### src/rtl/rxf_pkg.sv
`timescale 1ns/1ps
package rxf_pkg;
    localparam int ADDR_W = 48;
    localparam int WORD_W = 16;
    localparam int MODE_W = 3;
    localparam int GROUP_BIT = ADDR_W - 8;

    typedef enum logic [1:0] {
        RSN_REJECT  = 2'd0,
        RSN_PROMISC = 2'd1,
        RSN_BCAST   = 2'd2,
        RSN_UNICAST = 2'd3
    } reason_e;

    typedef struct packed {
        logic no_phys;
        logic no_bcast;
        logic promisc;
    } mode_t;

    typedef enum logic {
        ST_IDLE   = 1'b0,
        ST_REPORT = 1'b1
    } state_e;
endpackage

### src/rtl/rxf_mode_reg.sv
`timescale 1ns/1ps
module rxf_mode_reg
    import rxf_pkg::*;
(
    input  logic              clk,
    input  logic              rst_n,
    input  logic              soft_rst,
    input  logic              stop_flag,
    input  logic              suspend_flag,
    input  logic              wr_en,
    input  logic [WORD_W-1:0] wr_data,
    output mode_t             mode,
    output logic [WORD_W-1:0] rd_data
);
    logic halted;
    assign halted = stop_flag | suspend_flag;

    always_ff @(posedge clk or negedge rst_n) begin
        if (!rst_n) begin
            mode <= '0;
        end else if (soft_rst) begin
            mode.no_bcast <= 1'b0;
        end else if (wr_en && halted) begin
            mode <= mode_t'(wr_data[MODE_W-1:0]);
        end
    end

    assign rd_data = {{(WORD_W-MODE_W){1'b0}}, mode};


    locked_write_chk: assert property (@(posedge clk) disable iff (!rst_n)
        (!halted && !soft_rst) |=> $stable(mode));

    soft_clear_chk: assert property (@(posedge clk) disable iff (!rst_n)
        soft_rst |=> (!mode.no_bcast && $stable(mode.promisc) && $stable(mode.no_phys)));

    resv_zero_wr_chk: assert property (@(posedge clk) disable iff (!rst_n)
        wr_en |-> (wr_data[WORD_W-1:MODE_W] == '0));
endmodule

### src/rtl/rxf_addr_cmp.sv
`timescale 1ns/1ps
module rxf_addr_cmp
    import rxf_pkg::*;
(
    input  logic [ADDR_W-1:0] da,
    input  logic [ADDR_W-1:0] station,
    output logic              is_bcast,
    output logic              is_group,
    output logic              is_match
);
    assign is_bcast = &da;
    assign is_group = da[GROUP_BIT];
    assign is_match = !da[GROUP_BIT] && (da == station);
endmodule

### src/rtl/rxf_decide.sv
`timescale 1ns/1ps
module rxf_decide
    import rxf_pkg::*;
(
    input  logic   clk,
    input  logic   rst_n,
    input  logic   da_valid,
    input  mode_t  mode,
    input  logic   is_bcast,
    input  logic   is_group,
    input  logic   is_match,
    output logic   dec_valid,
    output logic   dec_accept,
    output logic [1:0] dec_reason
);
    state_e  state_q, state_d;
    reason_e rsn_d;

    always_comb begin
        state_d = state_q;
        unique case (state_q)
            ST_IDLE:   if (da_valid) state_d = ST_REPORT;
            ST_REPORT: if (!da_valid) state_d = ST_IDLE;
            default:   state_d = ST_IDLE;
        endcase
    end

    always_comb begin
        if (mode.promisc)                        rsn_d = RSN_PROMISC;
        else if (is_bcast)                       rsn_d = mode.no_bcast ? RSN_REJECT : RSN_BCAST;
        else if (is_group)                       rsn_d = RSN_REJECT;
        else if (is_match && !mode.no_phys)      rsn_d = RSN_UNICAST;
        else                                     rsn_d = RSN_REJECT;
    end

    always_ff @(posedge clk or negedge rst_n) begin
        if (!rst_n) state_q <= ST_IDLE;
        else        state_q <= state_d;
    end

    always_ff @(posedge clk or negedge rst_n) begin
        if (!rst_n) begin
            dec_accept <= 1'b0;
            dec_reason <= RSN_REJECT;
        end else if (da_valid) begin
            dec_accept <= (rsn_d != RSN_REJECT);
            dec_reason <= rsn_d;
        end
    end

    assign dec_valid = (state_q == ST_REPORT);


    strobe_report_chk: assert property (@(posedge clk) disable iff (!rst_n)
        da_valid |=> dec_valid);

    idle_quiet_chk: assert property (@(posedge clk) disable iff (!rst_n)
        !da_valid |=> !dec_valid);

    promisc_win_chk: assert property (@(posedge clk) disable iff (!rst_n)
        (da_valid && mode.promisc) |=> (dec_accept && dec_reason == RSN_PROMISC));

    group_drop_chk: assert property (@(posedge clk) disable iff (!rst_n)
        (da_valid && !mode.promisc && is_group && !is_bcast) |=> !dec_accept);

    accept_code_chk: assert property (@(posedge clk) disable iff (!rst_n)
        dec_valid |-> (dec_accept == (dec_reason != RSN_REJECT)));
endmodule

### src/rtl/rx_addr_filter.sv
`timescale 1ns/1ps
module rx_addr_filter
    import rxf_pkg::*;
(
    input  logic              clk,
    input  logic              rst_n,
    input  logic              soft_rst,
    input  logic              stop_flag,
    input  logic              suspend_flag,
    input  logic              mode_wr_en,
    input  logic [WORD_W-1:0] mode_wr_data,
    output logic [WORD_W-1:0] mode_rd_data,
    input  logic [ADDR_W-1:0] station_addr,
    input  logic              da_valid,
    input  logic [ADDR_W-1:0] da,
    output logic              dec_valid,
    output logic              dec_accept,
    output logic [1:0]        dec_reason
);
    mode_t mode;
    logic  is_bcast, is_group, is_match;

    rxf_mode_reg u_mode (
        .clk(clk), .rst_n(rst_n), .soft_rst(soft_rst),
        .stop_flag(stop_flag), .suspend_flag(suspend_flag),
        .wr_en(mode_wr_en), .wr_data(mode_wr_data),
        .mode(mode), .rd_data(mode_rd_data)
    );

    rxf_addr_cmp u_cmp (
        .da(da), .station(station_addr),
        .is_bcast(is_bcast), .is_group(is_group), .is_match(is_match)
    );

    rxf_decide u_dec (
        .clk(clk), .rst_n(rst_n), .da_valid(da_valid), .mode(mode),
        .is_bcast(is_bcast), .is_group(is_group), .is_match(is_match),
        .dec_valid(dec_valid), .dec_accept(dec_accept), .dec_reason(dec_reason)
    );


    resv_read_chk: assert property (@(posedge clk) disable iff (!rst_n)
        mode_rd_data[WORD_W-1:MODE_W] == '0);
endmodule

### config.mk
export PLATFORM = sky130hd
export DESIGN_NAME = rx_addr_filter
export DESIGN_NICKNAME = d
export VERILOG_FILES = /design/src/rtl/rxf_pkg.sv /design/src/rtl/rxf_mode_reg.sv /design/src/rtl/rxf_addr_cmp.sv /design/src/rtl/rxf_decide.sv /design/src/rtl/rx_addr_filter.sv
export SDC_FILE = /design/constraint.sdc
export NUM_CORES = 1
export LEC_CHECK = 0
export ABC_AREA = 1
export ABC_CLOCK_PERIOD_IN_PS = 2700
export CORE_MARGIN = 3
export CORE_UTILIZATION = 60
export DETAILED_ROUTE_END_ITERATION = 12
export DONT_BUFFER_PORTS = 1
export PLACE_DENSITY = 0.76
export SYNTH_ARGS = -nofsm -noshare
export SYNTH_HDL_FRONTEND = slang
export SYNTH_SLANG_ARGS = --single-unit
### constraint.sdc
create_clock -name clk -period 2.7 [get_ports clk]
set_input_delay 0 -clock clk [delete_from_list [all_inputs] [get_ports clk]]
set_output_delay 0 -clock clk [all_outputs]
set_load 0.02 [all_outputs]
After elaboration in Yosys (flattened, before gate mapping)
Index checks and enable logic that the tools add are counted.
{"block": "word_totals", "ff_bits": 7}
{"block": "classes", "mux": 8, "eq_ne": 1, "n_reduce_logical": 9, "bitwise_logic": 2}
{"cell": "48-bit equality test", "n": 1}
{"cell": "48-bit AND reduction", "n": 1}
{"cell": "2-bit 2-to-1 mux", "n": 6}
{"cell": "2-bit nonzero test", "n": 2}
{"cell": "1-bit logical AND", "n": 3}
{"cell": "1-bit logical NOT", "n": 2}
{"cell": "1-bit 2-to-1 mux", "n": 2}
{"cell": "2-bit AND reduction", "n": 1}
{"cell": "1-bit inverter", "n": 1}
{"cell": "1-bit OR", "n": 1}

Logic depth before layout (Yosys ltp)
{"block": "depth", "word_depth": 8, "mapped_depth": 12, "depth_no_buf": 12}

Cells and area by module
A second synthesis with hierarchy kept.
{"block": "unflattened", "hier_cells": 277, "area_unflattened_um2": 1425.1}
{"module": "rxf_addr_cmp", "cells_each": 218, "area_per_inst_um2": 972.2, "n_inst": 1}
{"module": "rxf_mode_reg", "cells_each": 35, "area_per_inst_um2": 272.8, "n_inst": 1}
{"module": "rxf_decide", "cells_each": 24, "area_per_inst_um2": 180.2, "n_inst": 1}

Least setup slack after synthesis
No wires, ideal clock.
{"block": "synth_path", "kind": "register to register", "startpoint": "register, netlist name u_mode.mode[2]", "endpoint": "register u_dec.dec_reason[1]", "n_path_buf": 0, "stages_incl_launch_ff": 10, "t_arrival_ns": 1.146, "slack_ns": 1.489, "setup_time_ns": 0.065, "t_required_ns": 2.635, "cell_sequence": "dfrtp_1 nor3_1 nand2_1 nor2_1 nand2_1 nor2_1 nand3_2 nand2_1 nand3_1 nand2_1"}
{"block": "synth_between", "elab_chain_cells": 6}
{"element": "1-bit logical NOT", "line_no": "rxf_decide.sv:32", "source": "else if (is_match && !mode.no_phys) rsn_d = RSN_UNICAST;"}
{"element": "1-bit logical AND", "line_no": "rxf_decide.sv:32"}
{"element": "2-bit 2-to-1 mux", "line_no": "rxf_decide.sv:32"}
{"element": "2-bit 2-to-1 mux", "line_no": "rxf_decide.sv:31", "source": "else if (is_group) rsn_d = RSN_REJECT;"}
{"element": "2-bit 2-to-1 mux", "line_no": "rxf_decide.sv:30", "source": "else if (is_bcast) rsn_d = mode.no_bcast ? RSN_REJECT : RSN_BCAST;"}
{"element": "2-bit 2-to-1 mux", "line_no": "rxf_decide.sv:29", "source": "if (mode.promisc) rsn_d = RSN_PROMISC;"}
{"element": "end signal: assignment", "line_no": "rxf_decide.sv:47", "source": "dec_reason <= rsn_d;"}
{"element": "end: declaration", "line_no": "rxf_decide.sv:14", "source": "output logic [1:0] dec_reason"}
No other way between the ends.
A chain may end at the register's enable or synchronous reset.

==> metrics.md <==
| Metric | Value |
|---|---|
| Share of cells above drive strength 1 | `4.65%` |
| Max-slew violations | `0` |
| Synth Warn # | `0` |
| Fin crit share | `52.7%` |
| Reg2Reg Depth | `3` |
| DRT antenna net count | `0` |
| Min Tclk post-route | `between 1000 and 1500 ps` |
| Async S/R FF share, synth | `100%` |
| DP Worst Slack | `~1400 ps` |
| Syn Area/Cell | `5.43 um2` |
| Mapped Area | `approximately 1400 um2` |
| HP Class | `input pin to async pin` |
| Crit path max fanout | `2` |
| Peak Freq | `roughly 700 MHz` |
| Internal | `~240 uW` |
| Yosys reg bits | `7` |
| CTS tree | `done` |
| Setup TNS | `0 ps` |
| DR WL/cell | `~12 um` |
| Register area share after synthesis | `between 10% and 20%` |
| Clock Skew | `around 0.55 ps` |
| Initial DRC Count | `24` |
| Net count, final | `between 300 and 400` |
| Critical path type | `flip-flop to flip-flop` |
| Post-synth EDFFs | `0` |
| Post-CTS Resized | `0` |
| CTS max path bufs | `2` |
| Commonest cells post-synth | `nand2_1 (96), inv_1 (54), xnor2_1 (24)` |
| Worst skew pair latency | `250 ps` |
| Hold_ws | `80.5 ps` |
| Gate power share | `just under 40%` |
| Final Core Density | `between 60 and 70%` |
| Worst setup EP type | `flip-flop` |
| Reg-to-Reg End | `u_mode.mode[1]` |
| Gr usage total | `23.6%` |
| Final setup viols | `0` |
| Dpl cell area | `1330 um2` |
| Non-filler cells, final | `285` |
| DIE WIDTH | `approximately 53 um` |
| Initial core utilization | `66.2%` |
| Design Area, Final | `around 1400 um2` |
| Clk pwr share | `around a quarter` |
| Gp weighted congestion | `approximately 0.8` |
| Rows | `16` |
| # diodes | `0` |
| RSZ-0062 raised after global routing | `no` |
| Endpoints failing hold | `0` |
| Pin count of the biggest net entering global routing | `8` |
| Setup crit start kind | `flip-flop` |
| Via-per-instance ratio | `4.79` |
| Clock Sinks | `7` |
| Register share of total power | `36.4%` |
| Leakage | `about 0.80 nW` |
| CTS clk-pin slew, worst paths | `about 50 ps` |
| Total CTS buffers | `3` |
| Outcome | `completed` |
| DIE AREA | `between 2000 and 3000 um2` |
| Launch point of the worst path | `u_mode.mode[1]` |
| Arrival @ worst endpoint | `1610 ps` |
| Final WL | `~3.5 mm` |
| Share of the synthesized area in the top cell type | `a little over a quarter` |
| MaxCap Viol Count | `0` |
| Layout area overhead | `5.00%` |
| First-pass GRT wire length | `between 4 and 5 mm` |
| Placed cells | `275` |
| Total power | `roughly 380 uW` |
| Die height | `53.5 um` |
| Library cells used by synthesis | `21` |
| Clk root buf | `clkbuf_4` |
| CP required | `between 2000 and 3000 ps` |
| P per Cell Area | `270 nW/um2` |
| Detailed Routing Iterations Pass 1 | `5` |
| Syn Inst Count | `approximately 250` |
| Total gr overflow | `0` |
| Main synth FF type | `dfrtp_1` |
| Sw power | `142 uW` |
| Setup WS post-layout | `approximately 1300 ps` |
| IO buf count | `0` |
| Filler Cells Inserted | `214` |
| Core outline area | `roughly 2000 um2` |
| Top post-synthesis cells by area | `nand2_1 (27%), xnor2_1 (16%), inv_1 (15%)` |
| Worst VDD drop | `0.266 mV` |
| I/O pin total | `~140` |
| Initial antenna violation count | `0` |
| Most frequent cell after synthesis | `nand2_1` |
| DRC | `0` |
| Vias after detailed routing | `1366` |
| Sw frac | `around 37%` |
| Worst reg2reg startpoint | `u_mode.mode[1]` |
| Vias in the first global route | `1247` |
| Worst setup path endpoint | `u_mode.mode[1]` |
| R2R Setup Slk | `1280 ps` |
| Cell accounting for the most synthesized area | `nand2_1` |
| Detail Placement HPWL | `~3.2 mm` |
| H-tree Lvls | `1` |
-- metal layers --
layer	vias up	wire length, um	track usage [%]
met2	84	1710	43.3
met5	-	0	0
met3	2	472	7.04
met1	551	1290	27.3
met4	0	14	2.55
li1	729	-	-
-- cells by family after synthesis --
logic type | Yosys count | synth area share [%]
DFF | 7 | 13.0
xor gates and xnor gates | 24 | 15.5
muxes | 1 | 0.833
and+or+nand+nor | 146 | 46.9
buffers and inverters | 67 | 22.2
AOI/OAI and AO/OA | 3 | 1.29
other | 1 | 0.277
-- cells in the final DEF (no fill, tap or decap), drive strengths merged --
| master | instances |
|---|---|
| and2 | 1 |
| a211oi | 1 |
| inv | 54 |
| nand4 | 15 |
| xnor2 | 24 |
| nand2 | 97 |
| or2 | 2 |
| o21ai | 1 |
| dfrtp | 7 |
| conb | 13 |
| nand3 | 4 |
| nor3 | 3 |
| a21oi | 1 |
| dlygate4sd3 | 6 |
| clkbuf | 4 |
| mux2 | 1 |
| nor2 | 24 |
-- final cells by class --
type                       count  area [um2]  share of cell area, %
clock buffer                   4        26.3                   1.85
inverter                      54         203                   14.3
multi-input combinational    187         922                   64.9
sequential                     7         175                   12.3
tap                           27        33.8                   2.38
timing repair buffer           6        60.1                   4.23
-- what timing repair did --
| item | CTS | global route |
|---|---|---|
| setup buffers | 0 | 0 |
| hold buffers | 6 | 0 |
| hold endpoints to repair | 14 | 0 |
-- registers in the layout, indices dropped and copies added (netlist names) --
register / cells
u_mode.mode: 3
u_dec.dec_reason: 2
u_dec.dec_accept: 1
u_dec.dec_valid: 1
-- power by group through the flow --
stage | clock network [mW] | logic, mW | registers [mW]
finish | 0.0956 | 0.148 | 0.140
floorplan | 0 | 0.135 | 0.138
global placement | 0 | 0.136 | 0.141
CTS | 0.0972 | 0.149 | 0.140
global route | 0.112 | 0.170 | 0.141
detailed placement | 0 | 0.138 | 0.141
-- worst min-delay path by stage --
stage,from,endpoint,slack [ps],depth (start not counted)
after floorplan,rst_n,u_dec.dec_accept,-300,0
after CTS,rst_n,u_dec.dec_reason[0],90,1
after global routing,rst_n,u_dec.dec_reason[0],90,1
final,rst_n,u_dec.dec_valid,80,1
after detailed placement,rst_n,u_dec.dec_reason[0],-300,0
after global placement,rst_n,u_dec.dec_valid,-300,0
-- worst max-delay path: stages, from the launching register on --
cell	delay, ps
dfrtp_1	450
inv_1	110
a211oi_1	230
dlygate4sd3_1	570
Power figures use the tool's default switching activity.
